===== src/rtl/store_gate.sv =====
module store_gate #(
  parameter int AW = 32,
  parameter logic [7:0] USER_SPACE = 8'h0A,
  parameter logic [7:0] SUPER_SPACE = 8'h0B
) (
  input  logic          clk,
  input  logic          rst_n,
  input  logic          op_valid,
  input  logic [3:0]    op_kind,
  input  logic [AW-1:0] eff_addr,
  input  logic [4:0]    rd_idx,
  input  logic          sup_mode,
  input  logic          fp_en,
  input  logic          fpu_here,
  input  logic          imm_sel,
  input  logic [7:0]    asi_bits,
  input  logic          fq_nonempty,
  output logic          busy,
  output logic          mem_req,
  output logic          mem_we,
  output logic [1:0]    mem_size,
  output logic [AW-1:0] mem_addr,
  output logic [7:0]    mem_space,
  output logic [4:0]    mem_reg,
  input  logic          mem_ack,
  input  logic          mem_err,
  input  logic [31:0]   mem_rdata,
  output logic          done,
  output logic [2:0]    trap_code,
  output logic          pc_advance,
  output logic          fq_seq_err,
  output logic          fq_drain,
  output logic          rd_we,
  output logic [31:0]   rd_wdata
);
  localparam logic [2:0] T_NONE = 3'd0, T_PRIV = 3'd1, T_UNIMP = 3'd2,
                         T_FPDIS = 3'd3, T_ALIGN = 3'd4, T_DACC = 3'd5;

  typedef enum logic [1:0] {S_IDLE, S_READ, S_WRITE, S_FIN} st_t;
  st_t st;

  logic is_alt, is_fp, is_swap, is_fq, known;
  logic [1:0] sz;
  logic misal;
  logic [2:0] chk;

  assign is_alt  = (op_kind >= 4'd4 && op_kind <= 4'd7) || op_kind == 4'd13;
  assign is_fp   = op_kind >= 4'd8 && op_kind <= 4'd11;
  assign is_swap = op_kind == 4'd12 || op_kind == 4'd13;
  assign is_fq   = op_kind == 4'd11;
  assign known   = op_kind <= 4'd13;

  always_comb begin
    case (op_kind)
      4'd0, 4'd4:                     sz = 2'd0;
      4'd1, 4'd5:                     sz = 2'd1;
      4'd3, 4'd7, 4'd9, 4'd11:        sz = 2'd3;
      default:                        sz = 2'd2;
    endcase
  end

  always_comb begin
    case (sz)
      2'd1:    misal = eff_addr[0];
      2'd2:    misal = |eff_addr[1:0];
      2'd3:    misal = |eff_addr[2:0];
      default: misal = 1'b0;
    endcase
  end

  always_comb begin
    if (!known)                           chk = T_UNIMP;
    else if (is_alt && !sup_mode)         chk = T_PRIV;
    else if (is_alt && imm_sel)           chk = T_UNIMP;
    else if (is_fp && !(fp_en && fpu_here)) chk = T_FPDIS;
    else if (misal)                       chk = T_ALIGN;
    else                                  chk = T_NONE;
  end

  logic swap_q, fq_q, seq_q, drain_q, rdw_q;
  logic [2:0] trap_q;
  logic [31:0] rdata_q;

  always_ff @(posedge clk) begin
    if (!rst_n) begin
      st <= S_IDLE;
      mem_size <= '0;
      mem_addr <= '0;
      mem_space <= '0;
      mem_reg <= '0;
      swap_q <= 1'b0;
      fq_q <= 1'b0;
      seq_q <= 1'b0;
      drain_q <= 1'b0;
      rdw_q <= 1'b0;
      trap_q <= T_NONE;
      rdata_q <= '0;
    end else begin
      case (st)
        S_IDLE: if (op_valid) begin
          mem_size  <= sz;
          mem_addr  <= eff_addr;
          mem_space <= is_alt ? asi_bits : (sup_mode ? SUPER_SPACE : USER_SPACE);
          mem_reg   <= (sz == 2'd3) ? {rd_idx[4:1], 1'b0} : rd_idx;
          swap_q    <= is_swap;
          fq_q      <= is_fq;
          trap_q    <= chk;
          seq_q     <= (chk == T_NONE) && is_fq && !fq_nonempty;
          drain_q   <= 1'b0;
          rdw_q     <= 1'b0;
          if (chk != T_NONE || (is_fq && !fq_nonempty)) st <= S_FIN;
          else if (is_swap)                             st <= S_READ;
          else                                          st <= S_WRITE;
        end
        S_READ: if (mem_ack) begin
          if (mem_err) begin
            trap_q <= T_DACC;
            st <= S_FIN;
          end else begin
            rdata_q <= mem_rdata;
            st <= S_WRITE;
          end
        end
        S_WRITE: if (mem_ack) begin
          if (mem_err) trap_q <= T_DACC;
          else begin
            rdw_q   <= swap_q;
            drain_q <= fq_q;
          end
          st <= S_FIN;
        end
        default: st <= S_IDLE;
      endcase
    end
  end

  assign busy       = st != S_IDLE;
  assign mem_req    = st == S_READ || st == S_WRITE;
  assign mem_we     = st == S_WRITE;
  assign done       = st == S_FIN;
  assign trap_code  = trap_q;
  assign pc_advance = done && trap_q == T_NONE;
  assign fq_seq_err = done && seq_q;
  assign fq_drain   = done && drain_q;
  assign rd_we      = done && rdw_q;
  assign rd_wdata   = rdata_q;
endmodule



===== config.mk =====
export PLATFORM = sky130hd
export DESIGN_NAME = store_gate
export DESIGN_NICKNAME = d
export VERILOG_FILES = /design/src/rtl/store_gate.sv
export SDC_FILE = /design/constraint.sdc
export NUM_CORES = 1
export LEC_CHECK = 0
export BUFFER_PORTS_ARGS = -buffer_cell sky130_fd_sc_hd__buf_2
export CAP_MARGIN = 5
export CORE_ASPECT_RATIO = 0.9
export CORE_UTILIZATION = 45
export DETAILED_ROUTE_END_ITERATION = 10
export PLACE_DENSITY = 0.87
export SYNTH_ARGS = -nofsm -noshare
export SYNTH_HDL_FRONTEND = slang
export SYNTH_SLANG_ARGS = --single-unit

===== constraint.sdc =====
create_clock -name clk -period 2.3 [get_ports clk]
set_clock_uncertainty 0.2 [all_clocks]
set_input_delay 0.345 -clock clk [delete_from_list [all_inputs] [get_ports clk]]
set_output_delay 0.345 -clock clk [all_outputs]
set_load 0.02 [all_outputs]

Yosys cells after proc, flatten, opt, wreduce, memory -nomap -nowiden:

Memory sizes are Yosys's and may differ from the RTL's.
Index checks and enable logic that the tools add are counted.

* flip-flop bits (word level): 89
* ROM bits: 32
* input port bits: 91
* memories kept: 1

Memories
* (name not given): depth 16, bits a word 2, rd ports 1, clocked after Yosys merged registers in 0, wr ports 0, line 54 `case (op_kind)`

* magnitude comparators: 5
* eq/ne operators: 15
* mux-type cells: 27
* bitwise operators: 1
* reduce and logical (&&, ||, !) cells: 35

Operators by type and width (count)
* $mux W3: 8
* $logic_and A1 B1 Y1: 13
* $eq A4 B4 Y1 const B: 3
* $mux W2: 5
* $eq A2 B2 Y1 const B: 4
* $le A4 B4 Y1 const B: 2
* $mux W1: 8
* $mux W8: 1
* $reduce_and A4 Y1: 2
* $logic_not A3 Y1: 2
* $ne A2 B1 Y1 const B: 3
* $ne A2 B2 Y1 const B: 3
* $pmux W2 S3: 1
* $pmux W3 S2: 1
* $reduce_and A3 Y1: 2
* $reduce_bool A2 Y1: 3
* $eq A2 B1 Y1 const B: 2
* $ge A4 B3 Y1 const B: 1
* $ge A4 B4 Y1 const B: 1
* $le A4 B3 Y1 const B: 1
* $logic_or A1 B1 Y1: 4
* $pmux W1 S2: 2
* $reduce_or A2 Y1: 2
* $logic_not A1 Y1: 3
* other kinds (6): 6

Depth between registers and ports, before layout:

Gate-level depths: netlist of the first run.
An unclocked memory read counts as a cell.

* depth after elaboration: 13
* depth in mapped cells: 8

Worst setup path after synthesis of the first run:

Ideal clock, no wire load.

* kind: register to output
* start point: register st[0]
* end point: output pc_advance
* data arrival time: 1.618 ns
* data required time: 1.755 ns
* path slack: 0.137 ns
* stages on the path, launching flop included: 4
* buffers on the path: 1
* path through: dfxtp_1 -> ha_1 -> clkbuf_1 -> nor4b_1

* cells in the longest elaborated chain, start to end: 2

Ends and longest elaborated chain
* start, declared: line 40 `st_t st;`
* start signal, assigned: line 86 `st <= S_IDLE;`
* start signal, assigned: line 111 `if (chk != T_NONE || (is_fq && !fq_nonempty)) st <= S_FIN;`
* start signal, assigned: line 112 `else if (is_swap) st <= S_READ;`
* $eq A2 B2 Y1: line 140 `assign done = st == S_FIN;`
* named net done: line 28 `output logic done,`
* $logic_and A1 B1 Y1: line 142 `assign pc_advance = done && trap_q == T_NONE;`
* end, declared: line 30 `output logic pc_advance,`

The timed path passes the listed nets, and every way through them passes these cells.

Worst setup path after layout of the first run:

* start point: register st[0]
* end point: output pc_advance

* cells in the longest elaborated chain, start to end: 2

Ends and longest elaborated chain (line)
* $eq A2 B2 Y1: 140
* $logic_and A1 B1 Y1: 142

No other way between the ends.

==> summary.txt, run 1 <==
Worst hold path
  • Worst hold path stage count: 3
  • Hold Crit Class: primary input to flip-flop

Floorplan
  • CORE AREA: approximately 0.0076 mm^2
  • Die width: around 95 um
  • Die Ht: between 80 and 90 um
  • Cell Rows: 30
  • Initial Util: 0.467
  • Die area: about 0.008 mm^2
  • Top Ports: roughly 180

Synthesis
  • Simple-gate share of the synthesized area: 0.238
  • Synth area leaders: dfxtp_1, nand2_1, a21oi_1
  • Async set-reset flop share out of synthesis: 0
  • Sequential element share of the synthesized area: 0.504
  • Yosys reg bits: 89
  • Post-synthesis cell type count: 46
  • Compound-Gate Fraction of Synth Area: 0.189
  • Adder-cell share of the synthesized area: 0.0141
  • Mux cell area share after synthesis: 0.00283
  • Leading area contributor after synthesis: dfxtp_1
  • Main combinational cell family by area after synthesis: simple AND/OR/NAND/NOR gates
  • XOR/XNOR share of the synthesized area: 0
  • Avg Synthesized Cell Area: just under 8 um^2
  • Top-area cell type share of the netlist area: 0.504
  • Syn nets: roughly 540
  • Top-count cell post-synth: nand2_1
  • EDFF count, synth: 0
  • Commonest cells post-synth: nand2_1, dfxtp_1, a21oi_1
  • Synth Warn #: 0
  • Syn Inst Count: between 400 and 500
  • Post-synth top flop: dfxtp_1
  • Post-Syn Area: roughly 0.0035 mm^2

Global routing
  • Vias in the first global route: roughly 3400
  • Largest net degree at the start of global routing: approximately 80
  • First-pass GRT wire length: 14.9 mm
  • Initial antenna violation count: 0
  • GRT Util Overall: 0.232
  • GR Overflow Total: 0

Routing
  • Residual DRC: 0
  • Via Count: ~3700
  • 1st-iter DRT viols: 97
  • Wire per inst: between 10 and 15 um
  • Post-route ant nets: 0
  • Via density: just over 5
  • Total Routed Length: 9.62 mm
  • DRT Pass-1 Iters: 4

Cells and area
  • Share of cells above drive strength 1: 0.344
  • Synthesis-to-finish area growth: 32.8%
  • Antenna fix cells: 0
  • Register area: approximately 0.0018 mm^2
  • Layout Cells excl Fill: 715
  • Area of the multi-input gates: ~0.0016 mm^2
  • Fillcell total: 683
  • Nets: between 700 and 800

Placement
  • RePlAce Congestion: 0.865
  • Placed cell count: 698
  • Number of port buffers: 180
  • HPWL after DPL: around 7.1 mm

Setup path
  • Crit path capture type: output port
  • CP cell instances: ha_1 > nor4b_1 > buf_2
  • Cell family contributing the most delay on the critical path: adder cells
  • Worst-case reg-to-reg path depth: 6
  • Critical path buffers and inverters: 1
  • CP required: around 1.8 ns
  • Slowest CP cell: ha_1
  • Maximum fanout along the worst path: 10
  • Arrival time worst endpoint: ~1.6 ns
  • Crit-path max cell delay: 0.39 ns
  • Worst setup SP type: flip-flop
  • Crit. path cell count: 3
  • Kind of critical path: flip-flop to output port

Clock network
  • Worst-skew pair later-pin latency: about 0.33 ns
  • Clk sinks: 89
  • Clk slew on worst S/H paths: approximately 0.09 ns
  • TritonCTS clock tree: built
  • Clock Path Buffers: 2
  • TritonCTS Buffers: 9
  • Root Driver: clkbuf_8
  • H-tree levels: 3

Timing
  • RSZ-0062 raised after global routing: no
  • Slew @ Worst Pin: between 0.5 and 0.6 ns
  • Pins over their slew limit: 0
  • Fmax: roughly 0.47 GHz
  • Max transition margin: 0.643
  • Final Hold Vio Count: 0
  • Period utilisation layout: 0.923
  • Count of final setup violators: 0
  • TNS Setup: 0 ns
  • Clock period minus worst slack: ~2.1 ns

Run
  • MaxCap Viol Count: 0

Power
  • Maximum vdd drop: ~0.63 mV
  • PwrDens: about 1000 mW/mm^2
  • Lkg Pwr: about 2.2 nW

Run status
  • Run status: complete, no violations
==> metrics by stage <==
| stage | power [mW] | instance area (um^2) | setup slack, ns | hold WS (ns) | utilization |
|---|---|---|---|---|---|
| after floorplan | 2.97 | 3540 | 0.137 | 0.227 | - |
| after global placement | 3.42 | 4480 | 0.480 | 0.235 | 0.591 |
| after detailed placement | 3.50 | 4480 | 0.337 | 0.241 | 0.591 |
| after CTS | 4.60 | 4690 | 0.184 | 0.00847 | 0.618 |
| after global routing | 4.84 | 4700 | 0.0635 | 0.00555 | 0.620 |
| final | 4.57 | 4700 | 0.177 | 0.0261 | 0.620 |
==> worst paths after layout <==
path / start / endpoint / slack (ns)
worst min register to register: mem_space[5] / mem_space[5] / 0.25
worst max register to register: st[0] / trap_code[1] / 0.24
worst min-delay path: rd_idx[1] / mem_reg[1] / 0.03
worst max-delay path: st[0] / pc_advance / 0.18
==> timing repair <==
action,CTS,global route
hold endpoints to repair,0,1
hold buffers,0,1
resized for setup,0,0
buffers inserted,0,0
==> worst min-delay path, stage by stage <==
cell	delay [ns]
buf_2	0.10
nand2_1	0.05
a21oi_1	0.05
==> layer usage <==
layer  wire length [um]  up-vias  part of all wire  track usage
met4                198        0             0.021       0.0882
met2               4690      176              0.49        0.413
met3                881       22             0.092       0.0700
met1               3850     1653              0.40        0.258
li1                   -     1815                 -            -
met5                  0        -                 0            0
==> cells by family (layout without fill, tap and decap cells) <==
kind of cell               after synthesis  in the layout
AOI/OAI and AO/OA                      116            116
adders and majority gates                4              4
buffers and inverters                   37            210
DFF                                     89             89
muxes                                    1              1
and+or+nand+nor                        199            199
==> power by group <==
group / internal (mW) / switching [mW] / total (mW)
clock: 0.543 / 0.556 / 1.10
combinational: 0.550 / 1.05 / 1.60
sequential: 1.75 / 0.118 / 1.87
==> placed cells by master (no fill, tap or decap), types with 2 or more instances in the layout <==
cell type / Yosys / routed
inv_1: 4 / 3
dfxtp_1: 89 / 89
clkinv_4: 0 / 2
inv_2: 2 / 3
nor4_1: 2 / 2
clkbuf_8: 0 / 10
o21ai_0: 4 / 4
a41oi_1: 2 / 2
nor2b_1: 5 / 5
nand2_1: 153 / 152
buf_2: 7 / 180
nand3_1: 7 / 7
buf_12: 0 / 2
o21a_1: 2 / 2
buf_4: 4 / 5
nor2_1: 9 / 9
nor3_1: 4 / 4
nand2b_1: 4 / 4
inv_6: 0 / 2
nand4_1: 2 / 2
o21ai_1: 3 / 3
a211oi_1: 2 / 2
ha_1: 4 / 4
o31ai_1: 2 / 2
and2_1: 5 / 4
a311oi_2: 2 / 2
nor4b_1: 2 / 2
a21oi_1: 87 / 87
==> cell type report <==
class                   count  area share
flip-flops and latches     89       0.379
multi-input cells         320       0.335
repair buffers            188       0.210
clock buffers              10      0.0293
well taps                  96      0.0256
clock inverters             6      0.0154
inverters                   6     0.00479
Note: power is estimated with default switching activity, not from simulation.
==> run 2, diff against run 1 <==
RECOVER_POWER = 100   (was not set)
SLEW_MARGIN = 20   (was not set)
==> summary.txt, run 2 (synthesis gave the netlist of run 1 again) <==
Run status
  • Run status: complete, no violations

Timing
  • Count of final setup violators: 0 (unchanged)
  • Final Hold Vio Count: 0 (unchanged)
  • Clock period minus worst slack: 2.15 ns (+0.0227 ns)
  • TNS Setup: 0 ns (unchanged)
  • RSZ-0062 raised after global routing: no
  • Fmax: 0.466 GHz (-1.1%)
  • Max transition margin: 0.596 (-0.0478)
  • Pins over their slew limit: 0 (unchanged)
  • Period utilisation layout: 0.933 (+0.00988)
  • Slew @ Worst Pin: 0.606 ns (+0.0758 ns)

Routing
  • Via density: 5.13 (about the same)
  • Via Count: 3668 (+0.055%)
  • Post-route ant nets: 0 (unchanged)
  • 1st-iter DRT viols: 130 (+34%)
  • Total Routed Length: 9.63 mm (+0.15%)
  • Wire per inst: 13.5 um (+0.15%)
  • Residual DRC: 0 (unchanged)
  • DRT Pass-1 Iters: 4 (unchanged)

Clock network
  • Worst-skew pair later-pin latency: 0.33 ns (about the same)
  • TritonCTS clock tree: built
  • TritonCTS Buffers: 9 (unchanged)
  • Clock Path Buffers: 2 (unchanged)
  • Clk slew on worst S/H paths: 0.09 ns (about the same)
  • Post-CTS Repair Setup Buffers: 0 (unchanged)
  • H-tree levels: 3 (unchanged)
  • Root Driver: clkbuf_8
  • Hold_buf cts: 0 (unchanged)
  • Cts repair resizes: 0 (unchanged)
  • Clk sinks: 89 (unchanged)

Power
  • PwrDens: 982 mW/mm^2 (+1.0%)
  • Lkg Pwr: 1.82 nW (-17%)
  • Net Sw Frac: 0.383 (+0.00668)
  • Psw: 1.73 mW (+0.24%)
  • Int Pwr: 2.77 mW (-2.6%)
  • Maximum vdd drop: 0.619 mV (-2.2%)
  • Tot Pwr: 4.50 mW (-1.5%)
  • Flop pwr share: 0.417 (+0.007)
  • Clk pwr share: 0.244 (+0.003)
  • Logic gate share of total power: 0.339 (-0.011)

Floorplan
  • Cell Rows: 30 (unchanged)
  • Die area: 0.00822 mm^2 (unchanged)
  • Top Ports: 181 (unchanged)
  • Die Ht: 86.1 um (unchanged)
  • Initial Util: 0.467 (unchanged)
  • Die width: 95.5 um (unchanged)
  • CORE AREA: 0.00758 mm^2 (unchanged)

Setup path
  • Crit path capture type: output port
  • Arrival time worst endpoint: 1.60 ns (+0.02 ns)
  • Worst R2R Start: st[0]
  • Worst setup SP type: flip-flop
  • Kind of critical path: flip-flop to output port
  • CP required: 1.75 ns (about the same)
  • CP startpoint: st[0]
  • Worst-case reg-to-reg path depth: 6 (unchanged)
  • Maximum fanout along the worst path: 10 (unchanged)

Placement
  • RePlAce Congestion: 0.865 (unchanged)
  • Placed Area: 0.00448 mm^2 (unchanged)
  • Number of port buffers: 180 (unchanged)
  • Placed cell count: 698 (unchanged)
  • HPWL after DPL: 7.10 mm (unchanged)

Global routing
  • Vias in the first global route: 3350 (unchanged)
  • Initial antenna violation count: 0 (unchanged)
  • Largest net degree at the start of global routing: 82 (unchanged)
  • GRT Util Overall: 0.232 (unchanged)
  • First-pass GRT wire length: 14.9 mm (unchanged)
  • GR Overflow Total: 0 (unchanged)

Worst hold path
  • Hold Crit Class: primary input to flip-flop
  • Worst hold path stage count: 3 (unchanged)
  • HP Start: rd_idx[1]

Cells and area
  • Post-route cell area: 0.00458 mm^2 (-2.5%)
  • Nets: 709 (unchanged)
  • Commonest non-fill, non-tap cells in the layout: nand2_1, buf_2, dfxtp_1
  • Layout Utilization: 0.604 (-0.0155)
  • Antenna fix cells: 0 (unchanged)
  • Share of cells above drive strength 1: 0.202 (-0.142)
  • Fillcell total: 736 (+7.8%)
  • Commonest non-fill, non-tap cell in the layout: nand2_1
  • Synthesis-to-finish area growth: 29.5%
  • Layout Cells excl Fill: 715 (unchanged)

Run
  • MaxCap Viol Count: 0 (unchanged)
[run 2: cell types whose count changed in the layout (fill, tap and decap cells not counted), sizes merged]
cell,previous run,this run
buf,187,95
clkbuf,10,102
[run 2: critical path, stage by stage, from the launching register on]
cell,delay (ns)
dfxtp_1,0.37
ha_1,0.39
nor4b_1,0.28
clkbuf_2,0.22
[run 2: area by class of cell]
class | instances | area [um^2] | area share
well taps | 96 | 120 | 0.0262
flip-flops and latches | 89 | 1780 | 0.389
inverters | 6 | 22.5 | 0.00492
multi-input cells | 320 | 1580 | 0.344
repair buffers | 188 | 871 | 0.190
clock inverters | 6 | 72.6 | 0.0158
clock buffers | 10 | 138 | 0.0300
[run 2: per-stage QoR]
step	setup WS [ns]	hold WS [ns]
6_report	0.154	0.0294
5_1_grt	0.0361	0.00555
4_1_cts	0.184	0.00847
3_5_place_dp	0.337	0.241
3_3_place_gp	0.480	0.235
2_1_floorplan	0.137	0.227
[run 2: path summary, 6_finish.rpt]
| kind | slack [ns] | to |
|---|---|---|
| worst min-delay path | 0.03 | mem_reg[1] |
| worst min register to register | 0.25 | drain_q |
| worst max register to register | 0.25 | mem_reg[4] |
| worst max-delay path | 0.15 | pc_advance |
[run 2: routing by layer]
layer | share of wire | vias up | routed length, um | global-route usage
met4 | 0.021 | 0 | 199 | 0.0882
met3 | 0.085 | 22 | 815 | 0.0700
met2 | 0.49 | 150 | 4680 | 0.413
li1 | - | 1818 | - | -
met1 | 0.41 | 1678 | 3940 | 0.258
met5 | 0 | - | 0 | 0
[run 2: power groups by stage]
stage	logic (mW)	registers (mW)	clock network [mW]
3_5_place_dp	1.59	1.90	0
3_3_place_gp	1.54	1.89	0
4_1_cts	1.60	1.87	1.13
2_1_floorplan	0.834	2.13	0
5_1_grt	1.67	1.90	1.20
6_report	1.52	1.88	1.10
==> run 3, diff against run 2 <==
GPL_TIMING_DRIVEN = 0   (was not set)
==> summary.txt, run 3 (synthesis gave the netlist of run 1 again) <==
Run status
  • Run status: complete, no violations

Clock network
  • Post-CTS Repair Setup Buffers: 0 (unchanged)
  • Worst-skew pair later-pin latency: 0.34 ns (about the same)
  • Clk slew on worst S/H paths: 0.09 ns (about the same)
  • Cts repair resizes: 0 (unchanged)
  • Hold_buf cts: 0 (unchanged)
  • TritonCTS Buffers: 9 (unchanged)
  • Clock Path Buffers: 2 (unchanged)
  • Clk sinks: 89 (unchanged)
  • H-tree levels: 3 (unchanged)
  • TritonCTS clock tree: built
  • Root Driver: clkbuf_8

Setup path
  • Kind of critical path: flip-flop to flip-flop
  • Critical Path End: mem_space[2]
  • Maximum fanout along the worst path: 10 (unchanged)
  • Worst setup SP type: flip-flop
  • Worst-case reg-to-reg path depth: 7 (+1)
  • Crit path capture type: flip-flop
  • CP startpoint: st[0]
  • Arrival time worst endpoint: 2.19 ns (+0.59 ns)
  • Reg2Reg Setup Slack: 0.19 ns (-0.06 ns)
  • Worst R2R Start: st[0]
  • CP required: 2.37 ns (+0.62 ns)
  • Crit Reg-Reg Endpoint: mem_space[2]

Timing
  • Pins over their slew limit: 0 (unchanged)
  • Max transition margin: 0.654 (+0.0584)
  • Final Hold Vio Count: 0 (unchanged)
  • Period utilisation layout: 0.919 (-0.0134)
  • Min Hold Slack: 0.0229 ns (-0.00652 ns)
  • Clock period minus worst slack: 2.11 ns (-0.0308 ns)
  • RSZ-0062 raised after global routing: no
  • Slew @ Worst Pin: 0.519 ns (-0.0876 ns)
  • TNS Setup: 0 ns (unchanged)
  • Fmax: 0.473 GHz (+1.5%)
  • Count of final setup violators: 0 (unchanged)

Routing
  • Wire per inst: 14.2 um (+5.1%)
  • DRT Pass-1 Iters: 4 (unchanged)
  • Via density: 5.06 (-1.4%)
  • Residual DRC: 0 (unchanged)
  • Total Routed Length: 10.4 mm (+8.2%)
  • Post-route ant nets: 0 (unchanged)
  • Via Count: 3724 (+1.5%)
  • 1st-iter DRT viols: 154 (+18%)

Power
  • PwrDens: 994 mW/mm^2 (+1.2%)
  • Tot Pwr: 4.64 mW (+3.0%)
  • Maximum vdd drop: 0.559 mV (-9.6%)
  • Lkg Pwr: 1.86 nW (+2.0%)

Placement
  • Number of port buffers: 179 (-0.56%)
  • Placed Area: 0.00455 mm^2 (+1.7%)
  • RePlAce Congestion: 0.893 (+3.3%)
  • HPWL after DPL: 8.02 mm (+13%)

Cells and area
  • Antenna fix cells: 0 (unchanged)
  • Synthesis-to-finish area growth: 31.9%
  • Commonest non-fill, non-tap cell in the layout: nand2_1
  • Fillcell total: 739 (+0.41%)
  • Share of cells above drive strength 1: 0.198 (-0.00350)
  • Post-route cell area: 0.00467 mm^2 (+1.9%)
  • Nets: 730 (+3.0%)
  • Layout Utilization: 0.615 (+0.0112)
  • Commonest non-fill, non-tap cells in the layout: nand2_1, clkbuf_1, buf_2

Floorplan
  • CORE AREA: 0.00758 mm^2 (unchanged)
  • Top Ports: 181 (unchanged)
  • Die Ht: 86.1 um (unchanged)
  • Cell Rows: 30 (unchanged)
  • Die area: 0.00822 mm^2 (unchanged)
  • Die width: 95.5 um (unchanged)
  • Initial Util: 0.467 (unchanged)

Global routing
  • Vias in the first global route: 3511 (+4.8%)
  • GRT Util Overall: 0.247 (+0.0151)
  • GR Overflow Total: 0 (unchanged)
  • Initial antenna violation count: 0 (unchanged)
  • Largest net degree at the start of global routing: 17 (-79%)
  • First-pass GRT wire length: 15.9 mm (+6.1%)

Worst hold path
  • Hold Crit Class: primary input to flip-flop

Run
  • MaxCap Viol Count: 0 (unchanged)
## run 3: how the worst min path moves through the flow
stage | slack (ns) | depth (start not counted) | endpoint | from
3_3_place_gp | 0.24 | 2 | rdw_q | rdw_q
6_report | 0.02 | 3 | rd_wdata[10] | mem_rdata[10]
3_5_place_dp | 0.24 | 2 | rdw_q | rdw_q
5_1_grt | 0.008 | 3 | mem_addr[3] | eff_addr[3]
2_1_floorplan | 0.23 | 2 | drain_q | drain_q
4_1_cts | 0.009 | 3 | mem_reg[1] | rd_idx[1]
## run 3: critical path: stages (launching register included)
cell,delay [ns]
dfxtp_1,0.39
inv_1,0.10
ha_1,0.27
nand2_1,0.24
clkbuf_2,0.30
buf_2,0.29
nand2_1,0.10
a21oi_1,0.15
## run 3: report_power, final
part	total (mW)	internal, mW	switching, mW	leakage [nW]
logic	1.57	0.487	1.08	1.03
clock network	1.19	0.621	0.569	0.106
registers	1.88	1.75	0.122	0.725
## run 3: metrics by stage
stage | worst slack [ns] | std cells
floorplan | 0.137 | 446
global placement | 0.341 | 721
detailed placement | 0.239 | 721
CTS | 0.0664 | 737
global route | 0.0582 | 736
finish | 0.185 | 736
## run 3: cell type report
cell class                 instances  area [um^2]  share of cell area
buffer                            30          158              0.0338
clock buffer                       9          124              0.0265
clock inverter                     7          101              0.0217
inverter                           6         22.5             0.00483
multi-input combinational        320         1570               0.337
sequential                        89         1780               0.382
tap                               96          120              0.0257
timing repair buffer             179          785               0.168
## run 3: routing by layer
layer	track usage	share of wire	vias up
met4	0.0841	0.015	0
met2	0.438	0.49	157
met1	0.282	0.41	1692
met3	0.0718	0.084	12
met5	0	0	-
li1	-	-	1863
